<file path="config.mk">
export PLATFORM = sky130hd
export DESIGN_NAME = atm_cell_port
export DESIGN_NICKNAME = d
export VERILOG_FILES = /design/src/rtl/atm_port_pkg.sv /design/src/rtl/atm_poll_arb.sv /design/src/rtl/atm_byte_ctr.sv /design/src/rtl/atm_enb_decode.sv /design/src/rtl/atm_cell_port.sv
export SDC_FILE = /design/constraint.sdc
export NUM_CORES = 1
export LEC_CHECK = 0
export ABC_AREA = 1
export ABC_CLOCK_PERIOD_IN_PS = 1300
export CORE_MARGIN = 2
export CORE_UTILIZATION = 32
export CTS_CLUSTER_SIZE = 30
export DETAILED_ROUTE_END_ITERATION = 16
export GPL_ROUTABILITY_DRIVEN = 0
export PLACE_DENSITY_LB_ADDON = 0.1
export SLEW_MARGIN = 20
export SYNTH_ARGS = -nofsm -noshare
export SYNTH_HDL_FRONTEND = slang
export SYNTH_SLANG_ARGS = --single-unit
</file>
<file path="constraint.sdc">
create_clock -name clk -period 1.3 [get_ports clk]
set_clock_uncertainty 0.1 [all_clocks]
set_input_delay 0.26 -clock clk [delete_from_list [all_inputs] [get_ports clk]]
set_output_delay 0.26 -clock clk [all_outputs]
set_load 0.005 [all_outputs]
</file>
<file path="src/rtl/atm_port_pkg.sv">
package atm_port_pkg;
  typedef enum logic [1:0] {
    ST_IDLE = 2'd0,
    ST_RX   = 2'd1,
    ST_TX   = 2'd2
  } port_state_e;
endpackage

</file>
<file path="src/rtl/atm_poll_arb.sv">
// Idle-time polling and direction choice; receive is tested first.
module atm_poll_arb
  import atm_port_pkg::*;
#(
  parameter int NUM_PHY = 4,
  parameter int ADDR_W  = 2
) (
  input  logic              clk,
  input  logic              rst,
  input  logic              rx_clav_sel,
  input  logic              tx_go,
  input  logic              cell_done,
  output port_state_e       state,
  output logic [ADDR_W-1:0] addr
);
  localparam logic [ADDR_W-1:0] LAST_ADDR = ADDR_W'(NUM_PHY - 1);

  logic [ADDR_W-1:0] addr_nxt;
  assign addr_nxt = (addr == LAST_ADDR) ? '0 : addr + 1'b1;

  always_ff @(posedge clk) begin
    if (rst) begin
      state <= ST_IDLE;
      addr  <= '0;
    end else begin
      unique case (state)
        ST_IDLE: begin
          if (rx_clav_sel)  state <= ST_RX;
          else if (tx_go)   state <= ST_TX;
          else              addr  <= addr_nxt;
        end
        ST_RX, ST_TX: begin
          if (cell_done) begin
            state <= ST_IDLE;
            addr  <= addr_nxt;
          end
        end
        default: state <= ST_IDLE;
      endcase
    end
  end
endmodule

</file>
<file path="src/rtl/atm_byte_ctr.sv">
// Counts bytes within a cell; flags the first and the last.
module atm_byte_ctr #(
  parameter int CELL_BYTES = 53
) (
  input  logic clk,
  input  logic rst,
  input  logic beat,
  output logic first,
  output logic last
);
  localparam int CW = $clog2(CELL_BYTES);
  localparam logic [CW-1:0] LAST_IDX = CW'(CELL_BYTES - 1);

  logic [CW-1:0] cnt;

  always_ff @(posedge clk) begin
    if (rst)                     cnt <= '0;
    else if (beat && cnt == LAST_IDX) cnt <= '0;
    else if (beat)               cnt <= cnt + 1'b1;
  end

  assign first = (cnt == '0);
  assign last  = (cnt == LAST_IDX);
endmodule

</file>
<file path="src/rtl/atm_enb_decode.sv">
// Fans the strobes out to the addressed PHY and picks its flags.
module atm_enb_decode #(
  parameter int NUM_PHY = 4,
  parameter int ADDR_W  = 2
) (
  input  logic [ADDR_W-1:0]  addr,
  input  logic               rx_strobe,
  input  logic               tx_strobe,
  input  logic [NUM_PHY-1:0] rx_clav,
  input  logic [NUM_PHY-1:0] tx_clav,
  output logic [NUM_PHY-1:0] rx_enb,
  output logic [NUM_PHY-1:0] tx_enb,
  output logic               rx_clav_sel,
  output logic               tx_clav_sel
);
  for (genvar i = 0; i < NUM_PHY; i++) begin : g_phy
    assign rx_enb[i] = rx_strobe && (addr == ADDR_W'(i));
    assign tx_enb[i] = tx_strobe && (addr == ADDR_W'(i));
  end

  always_comb begin
    rx_clav_sel = 1'b0;
    tx_clav_sel = 1'b0;
    for (int i = 0; i < NUM_PHY; i++) begin
      if (addr == ADDR_W'(i)) begin
        rx_clav_sel = rx_clav[i];
        tx_clav_sel = tx_clav[i];
      end
    end
  end
endmodule

</file>
<file path="src/rtl/atm_cell_port.sv">
module atm_cell_port
  import atm_port_pkg::*;
#(
  parameter int NUM_PHY    = 4,
  parameter int ADDR_W     = 2,
  parameter int DATA_W     = 8,
  parameter int CELL_BYTES = 53
) (
  input  logic               clk,
  input  logic               rst,
  output logic [ADDR_W-1:0]  phy_addr,
  input  logic [NUM_PHY-1:0] phy_rx_clav,
  input  logic [NUM_PHY-1:0] phy_tx_clav,
  output logic [NUM_PHY-1:0] phy_rx_enb,
  output logic [NUM_PHY-1:0] phy_tx_enb,
  input  logic [DATA_W-1:0]  phy_rx_data,
  output logic [DATA_W-1:0]  phy_tx_data,
  output logic               phy_tx_soc,
  output logic [DATA_W-1:0]  rx_tdata,
  output logic               rx_tsoc,
  output logic               rx_tvalid,
  input  logic               rx_tready,
  input  logic               tx_cell_avail,
  input  logic [DATA_W-1:0]  tx_tdata,
  input  logic               tx_tvalid,
  output logic               tx_tready
);
  port_state_e state;
  logic rx_clav_sel, tx_clav_sel;
  logic rx_strobe, tx_strobe, beat, first, last, cell_done;

  assign rx_strobe = (state == ST_RX) && rx_tready;
  assign tx_strobe = (state == ST_TX) && tx_tvalid;
  assign beat      = rx_strobe || tx_strobe;
  assign cell_done = beat && last;

  atm_poll_arb #(.NUM_PHY(NUM_PHY), .ADDR_W(ADDR_W)) u_arb (
    .clk         (clk),
    .rst         (rst),
    .rx_clav_sel (rx_clav_sel),
    .tx_go       (tx_clav_sel && tx_cell_avail),
    .cell_done   (cell_done),
    .state       (state),
    .addr        (phy_addr)
  );

  atm_byte_ctr #(.CELL_BYTES(CELL_BYTES)) u_ctr (
    .clk   (clk),
    .rst   (rst),
    .beat  (beat),
    .first (first),
    .last  (last)
  );

  atm_enb_decode #(.NUM_PHY(NUM_PHY), .ADDR_W(ADDR_W)) u_dec (
    .addr        (phy_addr),
    .rx_strobe   (rx_strobe),
    .tx_strobe   (tx_strobe),
    .rx_clav     (phy_rx_clav),
    .tx_clav     (phy_tx_clav),
    .rx_enb      (phy_rx_enb),
    .tx_enb      (phy_tx_enb),
    .rx_clav_sel (rx_clav_sel),
    .tx_clav_sel (tx_clav_sel)
  );

  assign rx_tvalid   = (state == ST_RX);
  assign rx_tdata    = phy_rx_data;
  assign rx_tsoc     = rx_tvalid && first;
  assign tx_tready   = (state == ST_TX);
  assign phy_tx_data = tx_tdata;
  assign phy_tx_soc  = tx_strobe && first;
endmodule

</file>
==> metrics.md, run 1 <==
| Metric | Value |
|---|---|
| Total iterations of the first detailed-routing run | 4 |
| Slew HR | 0.8540 |
| Slowest-stage cell, CP | dfxtp_2 |
| Ratio of cells with drive above 1 in the final layout | 0.6492 |
| Critical path data arrival time | roughly 1.3 ns |
| Synth area leaders | dfxtp_1 (23%), buf_4 (14%), ha_1 (13%) |
| Count of different cell masters after synthesis | 18 |
| Biggest fanout along the worst timing path | 2 |
| Leak | a little under 0.8 nW |
| Area grow syn2layout | 98.41% |
| DRC viols | 0 |
| Commonest non-fill, non-tap cell in the layout | buf_4 |
| Clock slew at reported path FFs | about 0.070 ns |
| PD cells | 1876 nW/um2 |
| Main synth FF type | dfxtp_1 |
| Die Area | around 3100 um2 |
| DP Wirelength | ~1800 um |
| Total CTS buffers | 3 |
| Outcome | complete, but fails checks |
| Commonest cells after routing, fill and taps aside | buf_4 (33), buf_6 (17), nor2_1 (15) |
| Number of global-route vias before repair | ~1000 |
| RSZ-0062 raised after global routing | true |
| Largest net degree at the start of global routing | 7 |
| Final Max Tran Viols | 0 |
| Drt wl/cell | around 13 um |
| Initial Utilization | 0.3442 |
| Yosys Warn Count | 0 |
| Final worst path period share | 1.309 |
| Worst setup SP type | flop |
| CTS tree | yes |
| CTS Buffer Depth | 2 |
| Sum Neg Setup Slack | -6.009 ns |
| Diodes inserted | 0 |
| Fill count | about 210 |
| CP endpoint kind | output pin |
| Clock Sinks | 10 |
| Final hold vios | 0 |
| Mapped Cells | 130 |
| Vias per inst | 4.647 |
| DR vias | roughly 1000 |
| Die Height | approximately 56 um |
| Initial drt markers | 12 |
| Multi-input logic area | ~750 um2 |
| H-tree depth | 1 |
| Hold_buf cts | 0 |
| Post-synth EDFFs | 0 |
| Clk_lat worst skew | ~0.27 ns |
| Crit path kind | reg -> out |
| Maxcap violations | 0 |
| First-pass GRT wire length | about 4300 um |
| Post-DRT Antenna Nets | 0 |
| Synth Area per Inst | about 6.7 um2 |
| Worst stage delay on the critical path | between 0.3 and 0.4 ns |
| Crit-path cells | inv_2 -> ha_4 -> inv_2 -> nor3_2 -> nand3_1 -> buf_4 -> nor2_2 -> buf_2 |
| Final setup fails | 23 |
| Most common cell on crit path | inv_2 |
| Rows | 18 |
| Buffers on Ports | 26 |
| Hold crit path type | in -> out |
| Congestion Overflow GR | 0 |
| Post-synth top area share | 0.2305 |
| Post-Route WL | 2775 um |
| Slew at the pin closest to its max-slew limit | 0.2182 ns |
| Post-synth net total | 168 |
| DP Worst Slack | -0.5339 ns |
| Cell taking the most area after synthesis | dfxtp_1 |
| Post-synthesis register bit count | 10 |
| Fin worst setup slack | -0.4018 ns |
| Fin crit period | around 1.7 ns |
| Post-synth ARST share | 0 |
| Post-Syn Area | 868.3 um2 |
| Total core area | roughly 2500 um2 |
| VDD IR max | approximately 0.0014 V |
| GRT Overall Usage | 0.1707 |
| Max Clk Rate | 587.6 MHz |
| Initial antenna violation count | 0 |
| Root buffer cell | clkbuf_4 |
| Die Wd | approximately 56 um |
| Utilization of the core after routing | 0.6830 |
| Nets | between 200 and 250 |
| Crit path required time | approximately 0.94 ns |
| I/O pins | ~60 |
| Violations in the final reports | negative setup slack |
| Post-synthesis sequential area ratio | 0.2305 |
| FF+latch area | about 220 um2 |
[what timing repair did]
| item | CTS | global route |
|---|---|---|
| endpoints found under the setup margin | 24 | 23 |
| gates resized for setup | 109 | 23 |
| pin swaps | 34 | 22 |
| buffers inserted | 18 | 3 |
[area by class of cell]
cell class / instances / share of cell area
clock buffer: 4 / 0.01525
inverter: 16 / 0.04503
multi-input combinational: 88 / 0.4365
sequential: 10 / 0.1249
tap: 30 / 0.02179
timing repair buffer: 73 / 0.3566
[registers in the layout (all words and copies together), names as in the netlist]
| signal | flops |
|---|---|
| u_arb.addr | 2 |
| u_arb.state | 2 |
| u_ctr.cnt | 6 |
[routing by layer]
| metal | wire (um) | vias to the layer above | global-route usage |
|---|---|---|---|
| li1 | - | 517 | - |
| met1 | 1074 | 467 | 0.1676 |
| met2 | 1500 | 37 | 0.3311 |
| met3 | 181 | 6 | 0.04651 |
| met4 | 19 | 0 | 0.06803 |
| met5 | 0 | - | 0 |
[logic make-up (layout without fill, tap and decap cells)]
logic type	Yosys count	after routing	synth area share
fa+ha+maj	9	9	0.1297
compound gates	9	9	0.05908
simple gates	68	68	0.3530
buf+inv	32	93	0.2075
flops	10	10	0.2305
xor+xnor	2	2	0.02018
[per-stage QoR]
step / cells / hold WS (ns) / power, mW / cell area, um2
floorplan: 130 / 0.2217 / 1.378 / 938.4
global placement: 197 / 0.4001 / 1.976 / 1319
detailed placement: 197 / 0.4200 / 2.005 / 1319
CTS: 218 / 0.4200 / 2.790 / 1604
global route: 221 / 0.4200 / 3.476 / 1723
finish: 221 / 0.4200 / 3.233 / 1723
[synth_stat cells, types with 2 or more instances]
master / count
a21oi_1: 7
and3_1: 2
buf_4: 16
dfxtp_1: 10
ha_1: 9
inv_1: 16
nand2_1: 23
nand2_2: 2
nand3_1: 10
nand3_2: 2
nor2_1: 23
nor3_1: 3
xor2_1: 2
[path summary, 6_finish.rpt]
| path | startpoint | to | cells past startpoint | slack (ns) |
|---|---|---|---|---|
| max | u_ctr.cnt[0] | rx_tsoc | 8 | -0.40 |
| min | phy_rx_data[1] | rx_tdata[1] | 0 | 0.42 |
| max reg2reg | u_arb.addr[0] | u_arb.addr[0] | 13 | -0.38 |
| min reg2reg | u_arb.state[0] | u_arb.state[0] | 2 | 0.43 |
[power by group]
part           switching (mW)  internal, mW  total (mW)
Combinational            1.19          1.35        2.54
Clock                   0.111         0.119       0.230
Sequential             0.0630         0.399       0.462
Total                    1.37          1.87        3.23
[worst max-delay path, delay by kind of cell (launching register included)]
family                   cells  cell delay [ns]
buffers and inverters        4             0.37
flip-flops                   1             0.32
AND/OR/NAND/NOR              3             0.25
adder cells (fa/ha/maj)      1             0.13
Note: power is estimated with default switching activity, not from simulation.
==> inputs of run 2 (changes only) <==
--- a/config.mk
+++ b/config.mk
@@ -12,6 +12,7 @@
 export CTS_CLUSTER_SIZE = 30
 export DETAILED_ROUTE_END_ITERATION = 16
 export GPL_ROUTABILITY_DRIVEN = 0
+export GPL_TIMING_DRIVEN = 0
 export PLACE_DENSITY_LB_ADDON = 0.1
 export SLEW_MARGIN = 20
 export SYNTH_ARGS = -nofsm -noshare
==> run 2 against run 1 <==
The run still ends with negative setup slack left. Critical path depth up 4. Combinational power down 20%. Register-to-register slack about the same. Clock power up 25%. Worst hold slack better by 0.011 ns. Sequential power up 9.5%. Non-clock buffer count up 6. Largest power group unchanged. Highest routed layer unchanged.
==> metrics.md, run 2 (same netlist as run 1, synthesis figures left out) <==
| Metric | Value |
|---|---|
| Outcome | complete, but fails checks |
| Violations in the final reports | negative setup slack |
| GRT met3 Usage | 0.04419 |
| Most common cell on crit path | nand2_8 |
| Max FFs per register | 6 |
| Vias per inst | about 4.6 |
| Fin cells | around 230 |
| CTS tree | yes |
| Die Wd | about 56 um |
| Crit path required time | around 1.4 ns |
| Ratio of cells with drive above 1 in the final layout | 0.5381 |
| H-tree depth | 1 |
| Dpl cells | between 200 and 250 |
| Initial drt markers | 32 |
| DR vias | about 1000 |
| M1 GR Usage | 0.1755 |
| Final setup fails | 22 |
| GRT Overall Usage | 0.1624 |
| FF+latch area | 215.2 um2 |
| Multi-input logic area | around 760 um2 |
| Root buffer cell | clkbuf_4 |
| Worst stage delay on the critical path | ~0.36 ns |
| Clock slew at reported path FFs | about 0.08 ns |
| Area grow syn2layout | 108.1% |
| Final worst path period share | 1.292 |
| RSZ-0062 raised after global routing | true |
| Pwr Total | around 2.8 mW |
| Post-Route WL | around 2800 um |
| Total CTS buffers | 3 |
| Fin crit period | approximately 1.7 ns |
| Largest net degree at the start of global routing | 7 |
| Number of global-route vias before repair | ~970 |
| CP endpoint kind | flop |
| Buffers on Ports | 42 |
| Rows | 18 |
| Largest regs | u_ctr.cnt: 6 flops, u_arb.addr: 2 flops, u_arb.state: 2 flops |
| Total core area | around 2500 um2 |
| Drt wl/cell | ~12 um |
| PD cells | 1557 nW/um2 |
| Die Height | 56.09 um |
| CTS Buffer Depth | 2 |
| Max Clk Rate | 595.4 MHz |
| Die Area | about 3100 um2 |
| Slew HR | 0.8235 |
| Crit path kind | reg -> reg |
| Clock Sinks | 10 |
| Cell Area, Placed | 1396 um2 |
| Diodes inserted | 0 |
| Fin area | between 1500 and 2000 um2 |
| Sum Neg Setup Slack | -6.237 ns |
| Post-DRT Antenna Nets | 0 |
| Slew at the pin closest to its max-slew limit | roughly 0.26 ns |
| Met2 Usage GRT | 0.3143 |
| Total iterations of the first detailed-routing run | 4 |
| Initial Utilization | 0.3442 |
| Worst hold slack | 0.4310 ns |
| Top reg by flops | u_ctr.cnt |
| Worst setup SP type | flop |
| Final Max Tran Viols | 0 |
| DP Worst Slack | -0.5632 ns |
| VDD IR max | around 0.0010 V |
| Hold crit path type | reg -> reg |
| Commonest non-fill, non-tap cell in the layout | buf_4 |
| Nets | 236 |
| First-pass GRT wire length | 4264 um |
| Clk_lat worst skew | around 0.26 ns |
| Grt peak-use layer | met2 |
| Crit-path cells | inv_4 -> ha_4 -> buf_6 -> nand2_8 -> buf_6 -> nand2_8 -> nand3_4 -> buf_12 -> nand2_8 -> nand3_4 -> nand2_2 -> and3_1 |
| Initial antenna violation count | 0 |
| DRC viols | 0 |
| Fin worst setup slack | -0.3797 ns |
| Critical path data arrival time | around 1.7 ns |
| DP Wirelength | roughly 1800 um |
| Utilization of the core after routing | 0.7163 |
| Congestion Overflow GR | 0 |
| I/O pins | slightly below 60 |
| Slowest-stage cell, CP | dfxtp_2 |
| Final hold vios | 0 |
| Commonest cells after routing, fill and taps aside | buf_4 (31), clkdlybuf4s50_1 (28), nand2_1 (17) |
| Leak | between 0.8 and 0.9 nW |
| Maxcap violations | 0 |
| Fill count | roughly 200 |
| Biggest fanout along the worst timing path | 5 |
run 2: changes by cell type in the layout (fill, tap and decap cells not counted), sizes merged:
cell           delta
dlygate4sd2       +1
buf              -14
clkdlybuf4s50    +16
clkbuf            +1
clkdlybuf4s15     +2
run 2: what timing repair did:
item,4_1_cts,5_1_grt
buffers inserted,12,10
endpoints found under the setup margin,24,22
pin swaps,15,15
hold buffers,0,0
hold endpoints to repair,0,0
gates resized for setup,85,24
run 2: path summary, 6_finish.rpt:
check	from	end	slack, ns	cells after the start
hold / removal	u_arb.state[0]	u_arb.state[0]	0.43	2
hold reg to reg	u_arb.state[0]	u_arb.state[0]	0.43	2
setup reg to reg	u_arb.state[1]	u_arb.state[1]	-0.38	12
setup / recovery	u_arb.state[1]	u_arb.state[1]	-0.38	12
run 2: routing by layer:
| layer | routed length, um | vias to the layer above |
|---|---|---|
| met5 | 0 | - |
| met1 | 1015 | 472 |
| met4 | 2 | 0 |
| met3 | 210 | 2 |
| li1 | - | 532 |
| met2 | 1547 | 43 |
run 2: power by group:
group          switching (mW)  total, mW  internal [mW]  leakage, nW
clock network           0.117      0.287          0.170       0.0210
registers               0.106      0.506          0.401       0.0847
logic                    1.01       2.02           1.00        0.699
run 2: worst max-delay path, delay by kind of cell (launching register included):
family / cells / cell delay [ns]
fa+ha+maj: 1 / 0.15
buf+inv: 4 / 0.42
flops: 1 / 0.36
simple gates: 7 / 0.54
run 2: area by class of cell:
cell class	count	share of cell area
clock buffer	4	0.02008
tap	30	0.02078
inverter	16	0.03740
timing repair buffer	63	0.3137
buffer	16	0.06648
multi-input combinational	88	0.4224
sequential	10	0.1191
